<file path="src/rtl/mbx_tx_pkg.sv">
package mbx_tx_pkg;
  localparam int ADDR_W    = 12;
  localparam int DATA_W    = 32;
  localparam int MAX_WIN   = 124;
  localparam int CMB_WORDS = 4;
  localparam int CMB_BITS  = CMB_WORDS * DATA_W;

  // per-window offsets (low five address bits)
  localparam logic [4:0] WOFF_STAT = 5'h00;
  localparam logic [4:0] WOFF_SET  = 5'h0C;
  localparam logic [4:0] WOFF_DONE = 5'h10;
  localparam logic [4:0] WOFF_CLR  = 5'h14;
  localparam logic [4:0] WOFF_EN   = 5'h18;

  // frame-level addresses
  localparam logic [ADDR_W-1:0] FA_CFG    = 12'hF80;
  localparam logic [ADDR_W-1:0] FA_ACCREQ = 12'hF88;
  localparam logic [ADDR_W-1:0] FA_ACCRDY = 12'hF8C;
  localparam logic [ADDR_W-1:0] FA_FRMEN  = 12'hF98;
  localparam logic [ADDR_W-1:0] FA_CMB0   = 12'hFA0;
  localparam logic [ADDR_W-1:0] FA_ID     = 12'hFCC;

  localparam int FRMEN_W   = 3;
  localparam int FRMEN_CMB = 2;

  typedef logic [DATA_W-1:0] word_t;
endpackage

</file>
<file path="src/rtl/mbx_tx_window.sv">
module mbx_tx_window
  import mbx_tx_pkg::*;
(
  input  logic  clk,
  input  logic  rst_n,
  input  word_t stat,
  input  logic  clr_wr,
  input  logic  en_wr,
  input  logic  wbit,
  output logic  done,
  output logic  en
);
  logic prev_nz;
  logic fall_zero;
  logic clr_hit;

  assign fall_zero = prev_nz && (stat == '0);
  assign clr_hit   = clr_wr && wbit;

  always_ff @(posedge clk or negedge rst_n) begin
    if (!rst_n) begin
      prev_nz <= 1'b0;
      done    <= 1'b0;
      en      <= 1'b0;
    end else begin
      prev_nz <= (stat != '0);
      if (fall_zero)    done <= 1'b1;
      else if (clr_hit) done <= 1'b0;
      if (en_wr) en <= wbit;
    end
  end


  fall_sets_done_chk: assert property (@(posedge clk) disable iff (!rst_n)
    prev_nz && (stat == '0) |=> done);


  done_sticky_chk: assert property (@(posedge clk) disable iff (!rst_n)
    done && !(clr_wr && wbit) |=> done);


  clear_drops_chk: assert property (@(posedge clk) disable iff (!rst_n)
    clr_wr && wbit && !(prev_nz && (stat == '0)) |=> !done);
endmodule

</file>
<file path="src/rtl/mbx_tx_access.sv">
module mbx_tx_access (
  input  logic clk,
  input  logic rst_n,
  input  logic wr,
  input  logic wbit,
  output logic req_q,
  output logic rdy
);
  logic stage1;

  always_ff @(posedge clk or negedge rst_n) begin
    if (!rst_n) begin
      req_q  <= 1'b0;
      stage1 <= 1'b0;
      rdy    <= 1'b0;
    end else begin
      if (wr) req_q <= wbit;
      stage1 <= req_q;
      rdy    <= stage1;
    end
  end


  rdy_rise_chk: assert property (@(posedge clk) disable iff (!rst_n)
    $rose(rdy) |-> $past(req_q, 2));


  rdy_fall_chk: assert property (@(posedge clk) disable iff (!rst_n)
    $fell(rdy) |-> !$past(req_q, 2));
endmodule

</file>
<file path="src/rtl/mbx_tx_regif.sv">
module mbx_tx_regif
  import mbx_tx_pkg::*;
#(
  parameter int NWIN       = 4,
  parameter int ARCH_MINOR = 1,
  parameter int ARCH_MAJOR = 2,
  localparam int WIN_IW    = (NWIN > 1) ? $clog2(NWIN) : 1
) (
  input  logic                   clk,
  input  logic                   rst_n,
  input  logic                   req_valid,
  output logic                   req_ready,
  input  logic                   req_write,
  input  logic [ADDR_W-1:0]      req_addr,
  input  word_t                  req_wdata,
  output logic                   rsp_valid,
  input  logic                   rsp_ready,
  output word_t                  rsp_data,
  input  logic [NWIN*DATA_W-1:0] win_stat,
  input  logic [NWIN-1:0]        win_done,
  input  logic [NWIN-1:0]        win_en,
  input  logic                   acc_req,
  input  logic                   acc_rdy,
  input  logic [FRMEN_W-1:0]     frm_en,
  input  logic [CMB_BITS-1:0]    cmb,
  output logic                   set_stb,
  output logic [WIN_IW-1:0]      set_win,
  output word_t                  set_bits,
  output logic [NWIN-1:0]        clr_wr,
  output logic [NWIN-1:0]        en_wr,
  output logic                   acc_wr,
  output logic                   frm_wr
);
  logic [6:0]        idx7;
  logic [WIN_IW-1:0] wsel;
  logic [4:0]        off;
  logic              win_hit;
  logic              wr_acc;
  logic              rd_acc;
  logic              set_now;
  word_t             rd;

  assign idx7      = req_addr[ADDR_W-1:5];
  assign wsel      = idx7[WIN_IW-1:0];
  assign off       = req_addr[4:0];
  assign win_hit   = idx7 < 7'(NWIN);
  assign req_ready = !rsp_valid || rsp_ready;
  assign wr_acc    = req_valid && req_ready && req_write;
  assign rd_acc    = req_valid && req_ready && !req_write;
  assign set_now   = wr_acc && win_hit && (off == WOFF_SET) && acc_rdy;
  assign acc_wr    = wr_acc && (req_addr == FA_ACCREQ);
  assign frm_wr    = wr_acc && (req_addr == FA_FRMEN);

  always_comb begin
    for (int i = 0; i < NWIN; i++) begin
      clr_wr[i] = wr_acc && win_hit && (off == WOFF_CLR) && (wsel == WIN_IW'(i));
      en_wr[i]  = wr_acc && win_hit && (off == WOFF_EN)  && (wsel == WIN_IW'(i));
    end
  end

  always_comb begin
    rd = '0;
    if (win_hit) begin
      case (off)
        WOFF_STAT: rd = win_stat[{wsel, 5'b0} +: DATA_W];
        WOFF_DONE: rd = {31'b0, win_done[wsel]};
        WOFF_EN:   rd = {31'b0, win_en[wsel]};
        default:   rd = '0;
      endcase
    end else begin
      case (req_addr)
        FA_CFG:    rd = {25'b0, 7'(NWIN)};
        FA_ACCREQ: rd = {31'b0, acc_req};
        FA_ACCRDY: rd = {31'b0, acc_rdy};
        FA_FRMEN:  rd = {29'b0, frm_en};
        FA_ID:     rd = {24'b0, 4'(ARCH_MAJOR), 4'(ARCH_MINOR)};
        default: begin
          if (req_addr[ADDR_W-1:4] == FA_CMB0[ADDR_W-1:4])
            rd = cmb[{req_addr[3:2], 5'b0} +: DATA_W];
        end
      endcase
    end
  end

  always_ff @(posedge clk or negedge rst_n) begin
    if (!rst_n) begin
      rsp_valid <= 1'b0;
      rsp_data  <= '0;
      set_stb   <= 1'b0;
      set_win   <= '0;
      set_bits  <= '0;
    end else begin
      if (rd_acc) begin
        rsp_valid <= 1'b1;
        rsp_data  <= rd;
      end else if (rsp_ready) begin
        rsp_valid <= 1'b0;
      end
      set_stb <= set_now;
      if (set_now) begin
        set_win  <= wsel;
        set_bits <= req_wdata;
      end
    end
  end


  stb_needs_ready_chk: assert property (@(posedge clk) disable iff (!rst_n)
    set_stb |-> $past(acc_rdy));


  rsp_hold_chk: assert property (@(posedge clk) disable iff (!rst_n)
    rsp_valid && !rsp_ready |=> rsp_valid && $stable(rsp_data));
endmodule

</file>
<file path="src/rtl/mbx_tx_frame.sv">
module mbx_tx_frame
  import mbx_tx_pkg::*;
#(
  parameter int NWIN       = 4,
  parameter int ARCH_MINOR = 1,
  parameter int ARCH_MAJOR = 2,
  localparam int WIN_IW    = (NWIN > 1) ? $clog2(NWIN) : 1
) (
  input  logic                   clk,
  input  logic                   rst_n,
  input  logic                   req_valid,
  output logic                   req_ready,
  input  logic                   req_write,
  input  logic [ADDR_W-1:0]      req_addr,
  input  logic [DATA_W-1:0]      req_wdata,
  output logic                   rsp_valid,
  input  logic                   rsp_ready,
  output logic [DATA_W-1:0]      rsp_data,
  output logic                   set_stb,
  output logic [WIN_IW-1:0]      set_win,
  output logic [DATA_W-1:0]      set_bits,
  input  logic [NWIN*DATA_W-1:0] remote_stat,
  output logic                   irq
);
  logic [NWIN-1:0]     win_done;
  logic [NWIN-1:0]     win_en;
  logic [NWIN-1:0]     clr_wr;
  logic [NWIN-1:0]     en_wr;
  logic                acc_wr;
  logic                frm_wr;
  logic                acc_req;
  logic                acc_rdy;
  logic [FRMEN_W-1:0]  frm_en;
  logic [CMB_BITS-1:0] cmb;

  assign cmb = {{(CMB_BITS-NWIN){1'b0}}, win_done & win_en};
  assign irq = frm_en[FRMEN_CMB] && (cmb != '0);

  always_ff @(posedge clk or negedge rst_n) begin
    if (!rst_n)      frm_en <= '0;
    else if (frm_wr) frm_en <= req_wdata[FRMEN_W-1:0];
  end

  mbx_tx_regif #(.NWIN(NWIN), .ARCH_MINOR(ARCH_MINOR), .ARCH_MAJOR(ARCH_MAJOR)) u_regif (
    .clk(clk), .rst_n(rst_n),
    .req_valid(req_valid), .req_ready(req_ready), .req_write(req_write),
    .req_addr(req_addr), .req_wdata(req_wdata),
    .rsp_valid(rsp_valid), .rsp_ready(rsp_ready), .rsp_data(rsp_data),
    .win_stat(remote_stat), .win_done(win_done), .win_en(win_en),
    .acc_req(acc_req), .acc_rdy(acc_rdy), .frm_en(frm_en), .cmb(cmb),
    .set_stb(set_stb), .set_win(set_win), .set_bits(set_bits),
    .clr_wr(clr_wr), .en_wr(en_wr), .acc_wr(acc_wr), .frm_wr(frm_wr)
  );

  mbx_tx_access u_access (
    .clk(clk), .rst_n(rst_n), .wr(acc_wr), .wbit(req_wdata[0]),
    .req_q(acc_req), .rdy(acc_rdy)
  );

  for (genvar g = 0; g < NWIN; g++) begin : g_win
    mbx_tx_window u_win (
      .clk(clk), .rst_n(rst_n),
      .stat(remote_stat[g*DATA_W +: DATA_W]),
      .clr_wr(clr_wr[g]), .en_wr(en_wr[g]), .wbit(req_wdata[0]),
      .done(win_done[g]), .en(win_en[g])
    );
  end
endmodule

</file>
<file path="config.mk">
export PLATFORM = sky130hd
export DESIGN_NAME = mbx_tx_frame
export DESIGN_NICKNAME = d
export VERILOG_FILES = /design/src/rtl/mbx_tx_pkg.sv /design/src/rtl/mbx_tx_window.sv /design/src/rtl/mbx_tx_access.sv /design/src/rtl/mbx_tx_regif.sv /design/src/rtl/mbx_tx_frame.sv
export SDC_FILE = /design/constraint.sdc
export NUM_CORES = 1
export LEC_CHECK = 0
export ABC_AREA = 0
export BUFFER_PORTS_ARGS = -buffer_cell sky130_fd_sc_hd__buf_2
export CORE_UTILIZATION = 48
export CTS_CLUSTER_SIZE = 12
export DETAILED_ROUTE_END_ITERATION = 8
export PLACE_DENSITY = 0.81
export SETUP_SLACK_MARGIN = 0.05
export SYNTH_ARGS = -nofsm -noshare
export SYNTH_HDL_FRONTEND = slang
export SYNTH_HIERARCHICAL = 1
export SYNTH_SLANG_ARGS = --single-unit
</file>
<file path="constraint.sdc">
create_clock -name clk -period 2.2 [get_ports clk]
set_input_delay 0.11 -clock clk [delete_from_list [all_inputs] [get_ports clk]]
set_output_delay 0.11 -clock clk [all_outputs]
set_load 0.01 [all_outputs]
</file>
==> flow_summary.yaml <==
sta:
  relSlewSlack_pct: 58.8
  worst_slew_pin_slew_ns: 0.617
  drv_slew: 0
  fmax_ghz: 0.533
  skew_ns: 0.00831
  setup_viol: 0
  rsz0062_at_grt: "false"
  min_period_ns: 1.88
  post-route-period-util_pct: 85.4
  whs_ns: 0.00821
  hold_viol_final: 0
  tns_ns: 0
grt:
  grt_max_degree: 46
  gr-usage-all-layers_pct: 29.8
  antenna_found_initial: 0
  grt_pass1_vias: 5421
  grt_pass1_wl_mm: 26.2
  grt_overflow_total: 0
job:
  maxCapViolations: 0
synthesis:
  synthTopCellsByArea: "dfrtp_1 39%, mux4_2 26%, mux2_2 7.7%, nor2_1 4.8%, a221oi_1 4.4%"
  synth_most_common_cell: "dfrtp_1"
  ys_seq_elements: 86
  synthFlopType: "dfrtp_1"
  synth_edf_count: 0
  synth_common_cells: "86 x dfrtp_1, 72 x nor2_1, 64 x mux4_2"
  synth_area_leader_cell: "dfrtp_1"
  yosysSeqAreaShare_pct: 38.5
  synth_top_area_share_pct: 38.5
  async_flop_share_pct: 100
  syn-instance-count: 451
  synth_area_sq_um: 5590
  ys_warn_count: 6
  avgSynthCellArea_sq_um: 12.4
  synth_cell_types: 42
setup_path:
  cp-end-kind: "flop"
  crit_path_start_kind: "flop"
  reg2regPathDepth: 5
  r2r_end: "u_regif/set_bits[23]"
  reg2reg_setup_slack_ns: 0.32
  arrival_ns: 2.10
  crit_type: "reg2reg"
  crit_start: "u_regif/rsp_valid"
  cp-endpoint: "u_regif/set_bits[23]"
  crit_required_ns: 2.42
  crit_fanout: 35
  crit-reg2reg-launch: "u_regif/rsp_valid"
cts:
  cts_num_sinks: 86
  root_buffer: "clkbuf_16"
  tritoncts: "built"
  htree_levels: 3
  cts_resized: 0
  cts_buffers: 9
  clock_tree.buffer_depth: 2
  path_clk_slew_ns: 0.07
  worstSkewPairLatency_ns: 0.34
  post_cts_buffers: 0
die:
  die-height_um: 110
  rows: 39
  dieArea_sq_um: 12100
  core_area_sq_um: 11400
  initial_core_util_pct: 49.1
  die_w_um: 110
  io_pins: 247
drt:
  vias: 5459
  avgViaCountPerCell: 5.60
  dr.pass1.iters: 5
  wirelength_mm: 17.7
  postRouteAntennaNets: 0
  drc: 0
  wl_per_cell_um: 18.2
  drt_iter0_markers: 338
finish:
  n_antenna_cell: 0
  synthToLayoutAreaGrowth_pct: 41.6
  final_nets: 1004
  drive_above_1_share_pct: 47.6
worst_hold_path:
  hp-class: "in2reg"
  min_delay_path_depth: 2
place:
  hpwl_mm: 13.5
  routabilityCongestion: 0.895
  portBuffers: 246
power:
  power_leakage_nw: 3.90
  power_w: 0.00411
  p_per_area_nw_per_um2: 519
  peakVddDrop_uv: 459
outcome:
  status: "complete, no violations"
==> worst min-delay path by stage <==
stage,from,endpoint,slack (ns)
6_report,req_wdata[17],u_regif/set_bits[17],0.008
4_1_cts,req_wdata[11],u_regif/set_bits[11],0.0004
3_5_place_dp,rst_n,u_regif/set_bits[20],0.12
2_1_floorplan,rst_n,frm_en[0],-0.19
5_1_grt,req_wdata[9],u_regif/set_bits[9],0.007
3_3_place_gp,rst_n,u_regif/set_bits[20],0.11
==> worst max-delay path, stage by stage, from the launching register on <==
cell and delay (ns):
dfrtp_1 0.37, nand2b_1 0.15, nand3_1 0.22, nor4_4 0.37, buf_12 0.24, mux2_2 0.38
==> placed cells by master (no fill, tap or decap), types with 5 or more instances in the layout <==
cell type / count
dlygate4sd3_1: 14
nor2_1: 70
mux2_2: 38
buf_4: 11
nor3_1: 5
nand2_1: 17
nor4_1: 32
conb_1: 124
dfrtp_1: 86
buf_12: 5
mux2i_1: 7
inv_1: 5
mux4_2: 64
a221oi_1: 28
nand4_1: 10
nand2b_1: 5
clkbuf_16: 9
buf_2: 245
==> cells by family (layout without fill, tap and decap cells) <==
group	after synthesis	after routing	synth area share, %
other	1	124	0.0671
AOI/OAI and AO/OA	47	47	7.12
buffers and inverters	38	296	3.23
and+or+nand+nor	166	166	15.5
muxes	113	113	35.6
DFF	86	86	38.5
==> metrics by stage <==
stage	utilization [%]	setup WS (ns)	area [sq um]	instances
finish	69.6	0.322	7910	975
global placement	65.8	0.373	7480	945
detailed placement	65.8	0.348	7480	945
global route	69.6	0.247	7910	975
CTS	69.6	0.343	7910	975
floorplan	-	0.217	6050	574
==> layer usage <==
layer	vias up	GRT usage (%)	part of all wire [%]
li1	2437	-	-
met1	2657	33.3	36
met2	312	53.2	52
met3	53	5.57	8.1
met4	0	16.6	3.9
met5	-	0	0
==> registers in the layout, indices dropped and copies added (netlist names) <==
register             count
u_regif/rsp_valid        1
u_regif/set_stb          1
u_access/req_q           1
u_regif/rsp_data        32
g_win.u_win/done         4
u_access/rdy             1
g_win.u_win/en           4
u_regif/set_bits        32
frm_en                   3
u_regif/set_win          2
u_access/stage1          1
g_win.u_win/prev_nz      4
==> power by group <==
| part | total, W | internal (W) | switching (W) |
|---|---|---|---|
| clock | 0.00144 | 0.000781 | 0.000660 |
| sequential | 0.00172 | 0.00167 | 0.0000523 |
| combinational | 0.000946 | 0.000465 | 0.000480 |
==> final cells by class <==
class,instances,area (sq um)
multi-input combinational,450,3730
fill,829,3460
timing repair buffer,275,1550
clock inverter,7,58.8
clock buffer,9,225
tap,143,179
inverter,5,18.8
sequential,86,2150
==> repair_timing <==
| action | 4_1_cts | 5_1_grt |
|---|---|---|
| hold endpoints to repair | 54 | 0 |
| setup endpoints to repair | 0 | 0 |
| hold buffers | 14 | 0 |
No activity file was read; power rests on OpenSTA's default activity.
